$ cat src/rtl/drd_pkg.sv
package drd_pkg;
  typedef enum logic [2:0] {
    PH_IDLE,
    PH_RETRY,
    PH_FILL,
    PH_WAIT,
    PH_LEFT
  } drd_phase_e;
endpackage

$ cat src/rtl/drd_limit_ctr.sv
module drd_limit_ctr #(
  parameter int unsigned W        = 16,
  parameter int unsigned DEF_LOG2 = 15
) (
  input  logic         clk_i,
  input  logic         rst_ni,
  input  logic         clr_i,
  input  logic         inc_i,
  input  logic [W-1:0] limit_i,
  output logic         at_lim_o
);
  localparam logic [W-1:0] DEF_LIM = W'(1) << DEF_LOG2;

  logic [W-1:0] cnt_q;
  logic [W-1:0] lim_eff;

  assign lim_eff  = (limit_i == '0) ? DEF_LIM : limit_i;
  // high when the next increment would reach the limit
  assign at_lim_o = (cnt_q + W'(1)) >= lim_eff;

  always_ff @(posedge clk_i or negedge rst_ni) begin
    if (!rst_ni)    cnt_q <= '0;
    else if (clr_i) cnt_q <= '0;
    else if (inc_i) cnt_q <= cnt_q + W'(1);
  end
endmodule

$ cat src/rtl/drd_ctl.sv
module drd_ctl
  import drd_pkg::*;
(
  input  logic       clk_i,
  input  logic       rst_ni,
  input  logic       req_start_i,
  input  logic       retry_i,
  input  logic       xfer_i,
  input  logic       err_term_i,
  input  logic       cmpl_done_i,
  input  logic       heads_i,
  input  logic       hit_i,
  input  logic       hit_left_i,
  input  logic       other_pend_i,
  input  logic       serr_en_i,
  input  logic       att_at_lim_i,
  input  logic       tmr_at_lim_i,
  output logic       att_clr_o,
  output logic       att_inc_o,
  output logic       tmr_clr_o,
  output logic       tmr_run_o,
  output drd_phase_e state_o,
  output logic       discard_o,
  output logic       serr_o
);
  drd_phase_e state_q, state_d;
  logic disc_d, serr_d, hit_clr;

  always_comb begin
    state_d   = state_q;
    att_clr_o = 1'b0;
    att_inc_o = 1'b0;
    tmr_run_o = 1'b0;
    hit_clr   = 1'b0;
    disc_d    = 1'b0;
    serr_d    = 1'b0;
    unique case (state_q)
      PH_IDLE: begin
        if (req_start_i) begin
          state_d   = PH_RETRY;
          att_clr_o = 1'b1;
        end
      end
      PH_RETRY: begin
        if (xfer_i) begin
          state_d = cmpl_done_i ? PH_WAIT : PH_FILL;
        end else if (err_term_i) begin
          state_d = PH_IDLE;
        end else if (retry_i) begin
          att_inc_o = 1'b1;
          if (att_at_lim_i) begin
            state_d = PH_IDLE;
            disc_d  = 1'b1;
            serr_d  = serr_en_i;
          end
        end
      end
      PH_FILL: begin
        if (cmpl_done_i) state_d = PH_WAIT;
      end
      PH_WAIT: begin
        if (hit_i) begin
          hit_clr = 1'b1;
          state_d = hit_left_i ? PH_LEFT : PH_IDLE;
        end else if (heads_i) begin
          tmr_run_o = 1'b1;
          if (tmr_at_lim_i) begin
            state_d = PH_IDLE;
            disc_d  = 1'b1;
            serr_d  = serr_en_i;
          end
        end
      end
      PH_LEFT: begin
        if (hit_i) begin
          hit_clr = 1'b1;
          state_d = hit_left_i ? PH_LEFT : PH_IDLE;
        end else if (other_pend_i) begin
          state_d = PH_IDLE;
          disc_d  = 1'b1;
        end else begin
          tmr_run_o = 1'b1;
          if (tmr_at_lim_i) begin
            state_d = PH_IDLE;
            disc_d  = 1'b1;
          end
        end
      end
      default: state_d = PH_IDLE;
    endcase
  end

  // timer restarts on every phase change and on every repeat hit
  assign tmr_clr_o = (state_d != state_q) || hit_clr;
  assign state_o   = state_q;

  always_ff @(posedge clk_i or negedge rst_ni) begin
    if (!rst_ni) begin
      state_q   <= PH_IDLE;
      discard_o <= 1'b0;
      serr_o    <= 1'b0;
    end else begin
      state_q   <= state_d;
      discard_o <= disc_d;
      serr_o    <= serr_d;
    end
  end
endmodule

$ cat src/rtl/drd_watch.sv
module drd_watch
  import drd_pkg::*;
#(
  parameter int unsigned ATT_W        = 33,
  parameter int unsigned ATT_DEF_LOG2 = 24,
  parameter int unsigned TMO_W        = 16,
  parameter int unsigned TMO_DEF_LOG2 = 15
) (
  input  logic             clk_i,
  input  logic             rst_ni,
  input  logic             req_start_i,
  input  logic             retry_i,
  input  logic             xfer_i,
  input  logic             err_term_i,
  input  logic             cmpl_done_i,
  input  logic             dtq_head_i,
  input  logic             rdq_head_i,
  input  logic             hit_i,
  input  logic             hit_left_i,
  input  logic             other_pend_i,
  input  logic [ATT_W-1:0] att_limit_i,
  input  logic [TMO_W-1:0] tmo_limit_i,
  input  logic             serr_en_i,
  output logic             discard_o,
  output logic             serr_o
);
  logic       att_clr, att_inc, att_at_lim;
  logic       tmr_clr, tmr_run, tmr_at_lim;
  drd_phase_e state_q;

  drd_limit_ctr #(.W(ATT_W), .DEF_LOG2(ATT_DEF_LOG2)) u_att (
    .clk_i   (clk_i),
    .rst_ni  (rst_ni),
    .clr_i   (att_clr),
    .inc_i   (att_inc),
    .limit_i (att_limit_i),
    .at_lim_o(att_at_lim)
  );

  drd_limit_ctr #(.W(TMO_W), .DEF_LOG2(TMO_DEF_LOG2)) u_tmr (
    .clk_i   (clk_i),
    .rst_ni  (rst_ni),
    .clr_i   (tmr_clr),
    .inc_i   (tmr_run),
    .limit_i (tmo_limit_i),
    .at_lim_o(tmr_at_lim)
  );

  drd_ctl u_ctl (
    .clk_i       (clk_i),
    .rst_ni      (rst_ni),
    .req_start_i (req_start_i),
    .retry_i     (retry_i),
    .xfer_i      (xfer_i),
    .err_term_i  (err_term_i),
    .cmpl_done_i (cmpl_done_i),
    .heads_i     (dtq_head_i & rdq_head_i),
    .hit_i       (hit_i),
    .hit_left_i  (hit_left_i),
    .other_pend_i(other_pend_i),
    .serr_en_i   (serr_en_i),
    .att_at_lim_i(att_at_lim),
    .tmr_at_lim_i(tmr_at_lim),
    .att_clr_o   (att_clr),
    .att_inc_o   (att_inc),
    .tmr_clr_o   (tmr_clr),
    .tmr_run_o   (tmr_run),
    .state_o     (state_q),
    .discard_o   (discard_o),
    .serr_o      (serr_o)
  );
endmodule

$ cat config.mk
export PLATFORM = sky130hd
export DESIGN_NAME = drd_watch
export DESIGN_NICKNAME = d
export VERILOG_FILES = /design/src/rtl/drd_pkg.sv /design/src/rtl/drd_limit_ctr.sv /design/src/rtl/drd_ctl.sv /design/src/rtl/drd_watch.sv
export SDC_FILE = /design/constraint.sdc
export NUM_CORES = 1
export LEC_CHECK = 0
export BUFFER_PORTS_ARGS = -buffer_cell sky130_fd_sc_hd__buf_2
export CAP_MARGIN = 0
export CORE_MARGIN = 4
export CORE_UTILIZATION = 53
export DETAILED_ROUTE_END_ITERATION = 7
export GPL_TIMING_DRIVEN = 0
export PLACE_DENSITY = 0.74
export SYNTH_ARGS = -nofsm -noshare
export SYNTH_HDL_FRONTEND = slang
export SYNTH_SLANG_ARGS = --single-unit
export TNS_END_PERCENT = 50
$ cat constraint.sdc
create_clock -name clk_i -period 3.9 [get_ports clk_i]
set_input_delay 0 -clock clk_i [delete_from_list [all_inputs] [get_ports clk_i]]
set_output_delay 0 -clock clk_i [all_outputs]
set_load 0.005 [all_outputs]
==> impl_metrics.toml, run 1 <==
[global_routing]
overflow = 0
grt_pass1_wl_mm = 17.97
grt_max_degree = 55
antenna_found_initial = 0
track_usage_pct = 21.66
first_global_vias = 3849

[logic_synthesis]
yosysSeqAreaShare_pct = 29.35
synthDistinctLibCells = 52
ys_top_cells_by_count = "dfrtp_1, ha_1, inv_1, nand2_1, xnor2_1"
yosysTopAreaCellShare_pct = 29.35
ys.flop_type = "dfrtp_1"
ys_ff_latch = 54
synth.avg_cell_area_sq_um = 8.754
netlist_area_sq_um = 4604
ys_top_cells_by_area = "dfrtp_1, ha_1, xnor2_1"
synth_edf_count = 0
async_flop_share_pct = 100.0
synth_warnings = 0
synth_cells = 526
synth.largest_area_cell = "dfrtp_1"
synth_fp_nets = 639
yosys.cell_count.top_type = "dfrtp_1"

[worst_setup_path]
crit_arrival_ps = 3920
worst-r2r-cell-count = 16
cp_max_fo = 6
slowest_stage = "dfrtp_1"
worst_setup_path_start_kind = "flop"
worst_ep_required_time_ps = 4110
endpoint_kind = "flop"
crit_chain = "and3_4 -> and4_4 -> nand3_4 -> nor2_4 -> nand3_2 -> xnor2_1 -> ha_1 -> nand4_4 -> nor4_4 -> and3_1 -> a221o_2 -> nor2_4 -> a2111oi_4 -> buf_4 -> buf_4 -> nor3_1"
critical_path_class = "flop to flop"
slowest_delay_ps = 450

[sta]
fmax_mhz = 269.4
fin_crit_sh_pct = 95.18
finalSetupViolCount = 0
hold_viol = 0
relSlewSlack_pct = 20.31
tns_ps = 0
tightest_slew_ps = 1195
period_needed_ps = 3712
slew_violations = 0
clock_skew_ps = 11.87

[cts]
cts_buffers = 5
clock_tree.buffer_depth = 2
htreeDepth = 2
cts-root-buf = "clkbuf_8"
cts_tree = "done"
clk_pin_slew_ps = 110
clk_latency_ps = 320
clkSinkCount = 54

[routing]
vias = 4161
antenna_left = 0
via_per_inst = 5.716
totalWireLength_mm = 11.23
initialDrtViolationCount = 211
drc = 0
wl_per_cell_um = 15.42
first_pass_iters = 5

[placement]
place_congestion = 0.9099
dp.final_hpwl_mm = 8.679
io_buffers = 63

[power]
cellPowerDensity_nw_per_um2 = 272.7
peakVddDrop_uv = 196.2
p_leak_nw = 2.766

[floorplan]
io_pins = 64
rows = 33
dieWidth_um = 101.2
die_y_um = 101.2
start_util_pct = 55.21
core_sq_um = 8341
dieArea_sq_um = 10240

[hold_path]
min_path_type = "input pin to flop"
holdPathStages = 3

[cells_and_area]
fin_nets = 735
area_growth_pct = 19.10
layout-drive-gt1-share_pct = 23.43
utilization_pct = 65.75
antennaDiodeCount = 0

[outcome]
status = "finished, final reports clean"

[run]
maxCapViolCount = 0
## cell families after synthesis
group                      count (synthesis)  share of synthesized area (%)
adders and majority gates                 51                          13.86
buffers and inverters                     67                          5.897
AOI/OAI and AO/OA                        110                          17.12
muxes                                      2                         0.4348
and+or+nand+nor                          182                          21.93
xor gates and xnor gates                  60                          11.41
DFF                                       54                          29.35
## per-layer routing
layer / vias to the layer above / wire length [um] / global-route usage [%]
met5: - / 0 / 0
met4: 0 / 177 / 5.930
met3: 17 / 407 / 3.099
met2: 90 / 5364 / 34.76
met1: 1974 / 5276 / 30.70
li1: 2080 / - / -
## worst max-delay path: cells and delay by family (launching register included)
family          cells  cell delay [ps]
compound gates      2              530
xor+xnor            1              160
fa+ha+maj           1              360
buf+inv             2              330
flops               1              450
simple gates       10             1780
## through the flow
| stage | cells | setup WS, ps | total power [mW] | area [sq um] | hold WS [ps] |
|---|---|---|---|---|---|
| 6_report | 728 | 188.0 | 1.496 | 5484 | 3.272 |
| 5_1_grt | 728 | -4.530 | 1.583 | 5484 | 60.03 |
| 4_1_cts | 706 | 34.36 | 1.439 | 5214 | 1.303 |
| 3_5_place_dp | 694 | -480.3 | 1.092 | 5051 | 245.8 |
| 3_3_place_gp | 694 | -374.2 | 1.076 | 5051 | 238.2 |
| 2_1_floorplan | 526 | 271.6 | 0.9471 | 4604 | -295.6 |
## power by group
| group | leakage, nW | switching [mW] | internal [mW] |
|---|---|---|---|
| combinational | 1.98 | 0.340 | 0.217 |
| clock | 0.0478 | 0.199 | 0.147 |
| sequential | 0.739 | 0.0133 | 0.580 |
## layout make-up
| type | instances | area [sq um] |
|---|---|---|
| tap | 105 | 131.4 |
| buffer | 17 | 83.83 |
| clock inverter | 2 | 16.27 |
| multi-input combinational | 405 | 3094 |
| fill | 696 | 2856 |
| sequential | 54 | 1360 |
| inverter | 49 | 183.9 |
| timing repair buffer | 90 | 531.8 |
| clock buffer | 6 | 82.58 |
## worst paths after layout
check / from / to / slack, ps
max in group asynchronous: rst_ni / u_att.cnt_q[13] / 2630
worst max-delay path: u_att.cnt_q[2] / u_tmr.cnt_q[13] / 190
worst max register to register: u_att.cnt_q[2] / u_tmr.cnt_q[13] / 190
min in group asynchronous: rst_ni / u_att.cnt_q[19] / 460
worst min register to register: u_att.cnt_q[0] / u_att.cnt_q[0] / 510
worst min-delay path: other_pend_i / u_ctl.discard_o / 3
## flip-flops by register name (all words and copies together) (netlist names)
signal and count:
u_att.cnt_q 33, u_tmr.cnt_q 16, u_ctl.serr_o 1, u_ctl.state_o 3, u_ctl.discard_o 1
## repair_timing
item	in CTS	in global routing
gates cloned	0	1
hold buffers	3	1
endpoints found under the setup margin	16	16
gates resized for setup	8	31
setup buffers	1	21
pin swaps	1	9
hold endpoints to repair	56	1
## cell usage in the layout, fill, tap and decap left out, types with 3 or more instances in the layout
cell type / count
and2_1: 3
a21oi_1: 27
nor4_1: 11
dlygate4sd3_1: 4
nand3_1: 18
nor2_4: 4
ha_1: 50
o31ai_1: 10
a22o_1: 20
o21ai_0: 20
buf_6: 3
dfrtp_1: 47
o21a_1: 4
nor3_2: 11
and3_1: 9
a21o_1: 4
clkbuf_1: 11
nand2b_1: 4
nor2b_1: 5
xor2_1: 28
clkbuf_8: 6
buf_4: 22
xnor2_1: 31
nand2_1: 47
nor3_1: 14
nand3_2: 3
nor2_1: 19
nand4_1: 14
dfrtp_2: 7
buf_2: 67
inv_1: 49
a31oi_1: 5
(Power assumes the default switching activity.)
==> run 2: changes to the inputs <==
--- a/config.mk
+++ b/config.mk
@@ -8,10 +8,10 @@
 export BUFFER_PORTS_ARGS = -buffer_cell sky130_fd_sc_hd__buf_2
 export CAP_MARGIN = 0
 export CORE_MARGIN = 4
-export CORE_UTILIZATION = 53
+export CORE_UTILIZATION = 59
 export DETAILED_ROUTE_END_ITERATION = 7
 export GPL_TIMING_DRIVEN = 0
-export PLACE_DENSITY = 0.74
+export PLACE_DENSITY = 0.79
 export SYNTH_ARGS = -nofsm -noshare
 export SYNTH_HDL_FRONTEND = slang
 export SYNTH_SLANG_ARGS = --single-unit
==> constraint.sdc (replaced) <==
create_clock -name clk_i -period 4.2 [get_ports clk_i]
set_input_delay 0 -clock clk_i [delete_from_list [all_inputs] [get_ports clk_i]]
set_output_delay 0 -clock clk_i [all_outputs]
set_load 0.05 [all_outputs]
==> run 2 against run 1 <==
- sequential power shrank 6.6%
- critical path depth shrank 1
- largest cell class unchanged
- fmax shrank 6.7%
- highest routed layer unchanged
- sequential share of layout area grew 1.0 points
- global-route usage grew 3.3 points
- die area shrank 9.4%
==> impl_metrics.toml, run 2 (synthesis gave the netlist of run 1 again) <==
[sta]
period_needed_ps = 3980
tns_ps = 0
slew_violations = 0
relSlewSlack_pct = 42.83
whs_ps = 21.24
fmax_mhz = 251.3
tightest_slew_ps = 854.9
finalSetupViolCount = 0
hold_viol = 0
fin_crit_sh_pct = 94.75
clock_skew_ps = 13.45

[cells_and_area]
largest_reg_flops = 33
antennaDiodeCount = 0
final_cell_mix = "buf_2, dfrtp_1, ha_1, inv_1, nand2_1"
final_common_cell = "buf_2"
area_growth_pct = 13.80
fin_nets = 714
finalInstanceArea_sq_um = 5240
fin_cells = 700
regMostFlops = "u_att.cnt_q"
layout-drive-gt1-share_pct = 17.47

[hold_path]
min_path_type = "input pin to flop"
min_from = "other_pend_i"

[worst_setup_path]
critical_path_class = "flop to flop"
cp_max_fo = 10
worst_setup_path_start_kind = "flop"
crit_path_start = "u_att.cnt_q[10]"
crit_arrival_ps = 4180
worst_ep_required_time_ps = 4400
endpoint_kind = "flop"
crit-reg2reg-launch = "u_att.cnt_q[10]"

[run]
maxCapViolCount = 0

[global_routing]
grt_pass1_wl_mm = 18.28
grt_max_degree = 55
overflow = 0
track_usage_pct = 24.98
antenna_found_initial = 0
first_global_vias = 3900

[cts]
clk_pin_slew_ps = 100
cts_tree = "done"
cts_buffers = 5
cts-root-buf = "clkbuf_8"
clock_tree.buffer_depth = 2
clkSinkCount = 54
clk_latency_ps = 310
htreeDepth = 2

[power]
cellPowerDensity_nw_per_um2 = 263.9
p_leak_nw = 2.651
power_frac_comb_pct = 33.6
peakVddDrop_uv = 359.7
seqPwrFrac_pct = 40.1
p_sw_share_pct = 35.03
p_sw_mw = 0.4845
internal_power_mw = 0.8985
p_clk_share_pct = 26.2
total_power_mw = 1.383

[routing]
initialDrtViolationCount = 231
wl_per_cell_um = 15.68
antenna_left = 0
totalWireLength_mm = 10.98
vias = 4067
via_per_inst = 5.810
first_pass_iters = 5
drc = 0

[floorplan]
start_util_pct = 62.15
core_sq_um = 7408
io_pins = 64
dieWidth_um = 96.34
rows = 31
die_y_um = 96.34
dieArea_sq_um = 9281

[outcome]
status = "finished, final reports clean"

[placement]
io_buffers = 63
placedInstanceArea_sq_um = 5044
placed_cells = 688
dp.final_hpwl_mm = 8.666
place_congestion = 0.8883
## run 2: changes by cell type in the layout (fill, tap and decap cells not counted), moves of 3 or more
cell,delta
dfrtp_2,-5
and3_1,+4
nor2_4,-3
buf_4,-21
nor2_2,+3
dfrtp_1,+5
nand3_1,+3
## run 2: per-layer routing
layer / global-route usage (%) / share of wire [%]
met1: 36.83 / 47
met2: 38.13 / 46
met3: 3.987 / 5.4
met4: 6.308 / 1.1
met5: 0 / 0
## run 2: layout make-up
class | count | area (sq um)
repair buffers | 68 | 372.9
plain buffers | 18 | 87.58
well taps | 99 | 123.9
fillers | 601 | 2168
flip-flops and latches | 54 | 1354
clock inverters | 1 | 30.03
inverters | 49 | 183.9
multi-input cells | 405 | 3005
clock buffers | 6 | 82.58
## run 2: power groups by stage
stage / Combinational (mW) / Clock (mW) / Sequential (mW)
3_3_place_gp: 0.437 / 0 / 0.563
5_1_grt: 0.522 / 0.388 / 0.559
6_report: 0.465 / 0.363 / 0.555
3_5_place_dp: 0.447 / 0 / 0.564
4_1_cts: 0.451 / 0.367 / 0.554
2_1_floorplan: 0.319 / 0 / 0.561
## run 2: worst max-delay path, cell delays in order (launching register included)
cell and delay, ps:
dfrtp_1 450, nand4_1 230, nor3_4 300, nand2_1 170, nor2_2 250, nand4_1 220, xnor2_1 200, ha_1 310
nand4_1 200, nor4_4 400, and3_1 200, a221o_2 150, nor2_2 60, a2111oi_4 430, buf_6 230, nor3_2 60
## run 2: final timing paths
check | endpoint | depth (start not counted) | slack, ps
setup / recovery | u_tmr.cnt_q[6] | 15 | 220
hold / removal | u_ctl.discard_o | 3 | 20
setup reg to reg | u_tmr.cnt_q[6] | 15 | 220
hold reg to reg | u_att.cnt_q[29] | 1 | 540
max in group asynchronous | u_tmr.cnt_q[11] | 3 | 3450
min in group asynchronous | u_att.cnt_q[14] | 2 | 180
## run 2: stage by stage
| step | util [%] | setup slack [ps] |
|---|---|---|
| 2_1_floorplan | - | 571.6 |
| 3_3_place_gp | 68.08 | 4.272 |
| 5_1_grt | 70.73 | -8.554 |
| 3_5_place_dp | 68.08 | -97.48 |
| 4_1_cts | 70.04 | 29.03 |
| 6_report | 70.73 | 220.4 |
## run 2: repair_timing
| action | 4_1_cts | 5_1_grt |
|---|---|---|
| hold buffers | 3 | 0 |
| pin swaps | 1 | 1 |
| gates resized for setup | 1 | 7 |
| buffers inserted | 0 | 1 |
| hold endpoints to repair | 56 | 0 |
| endpoints found under the setup margin | 10 | 16 |
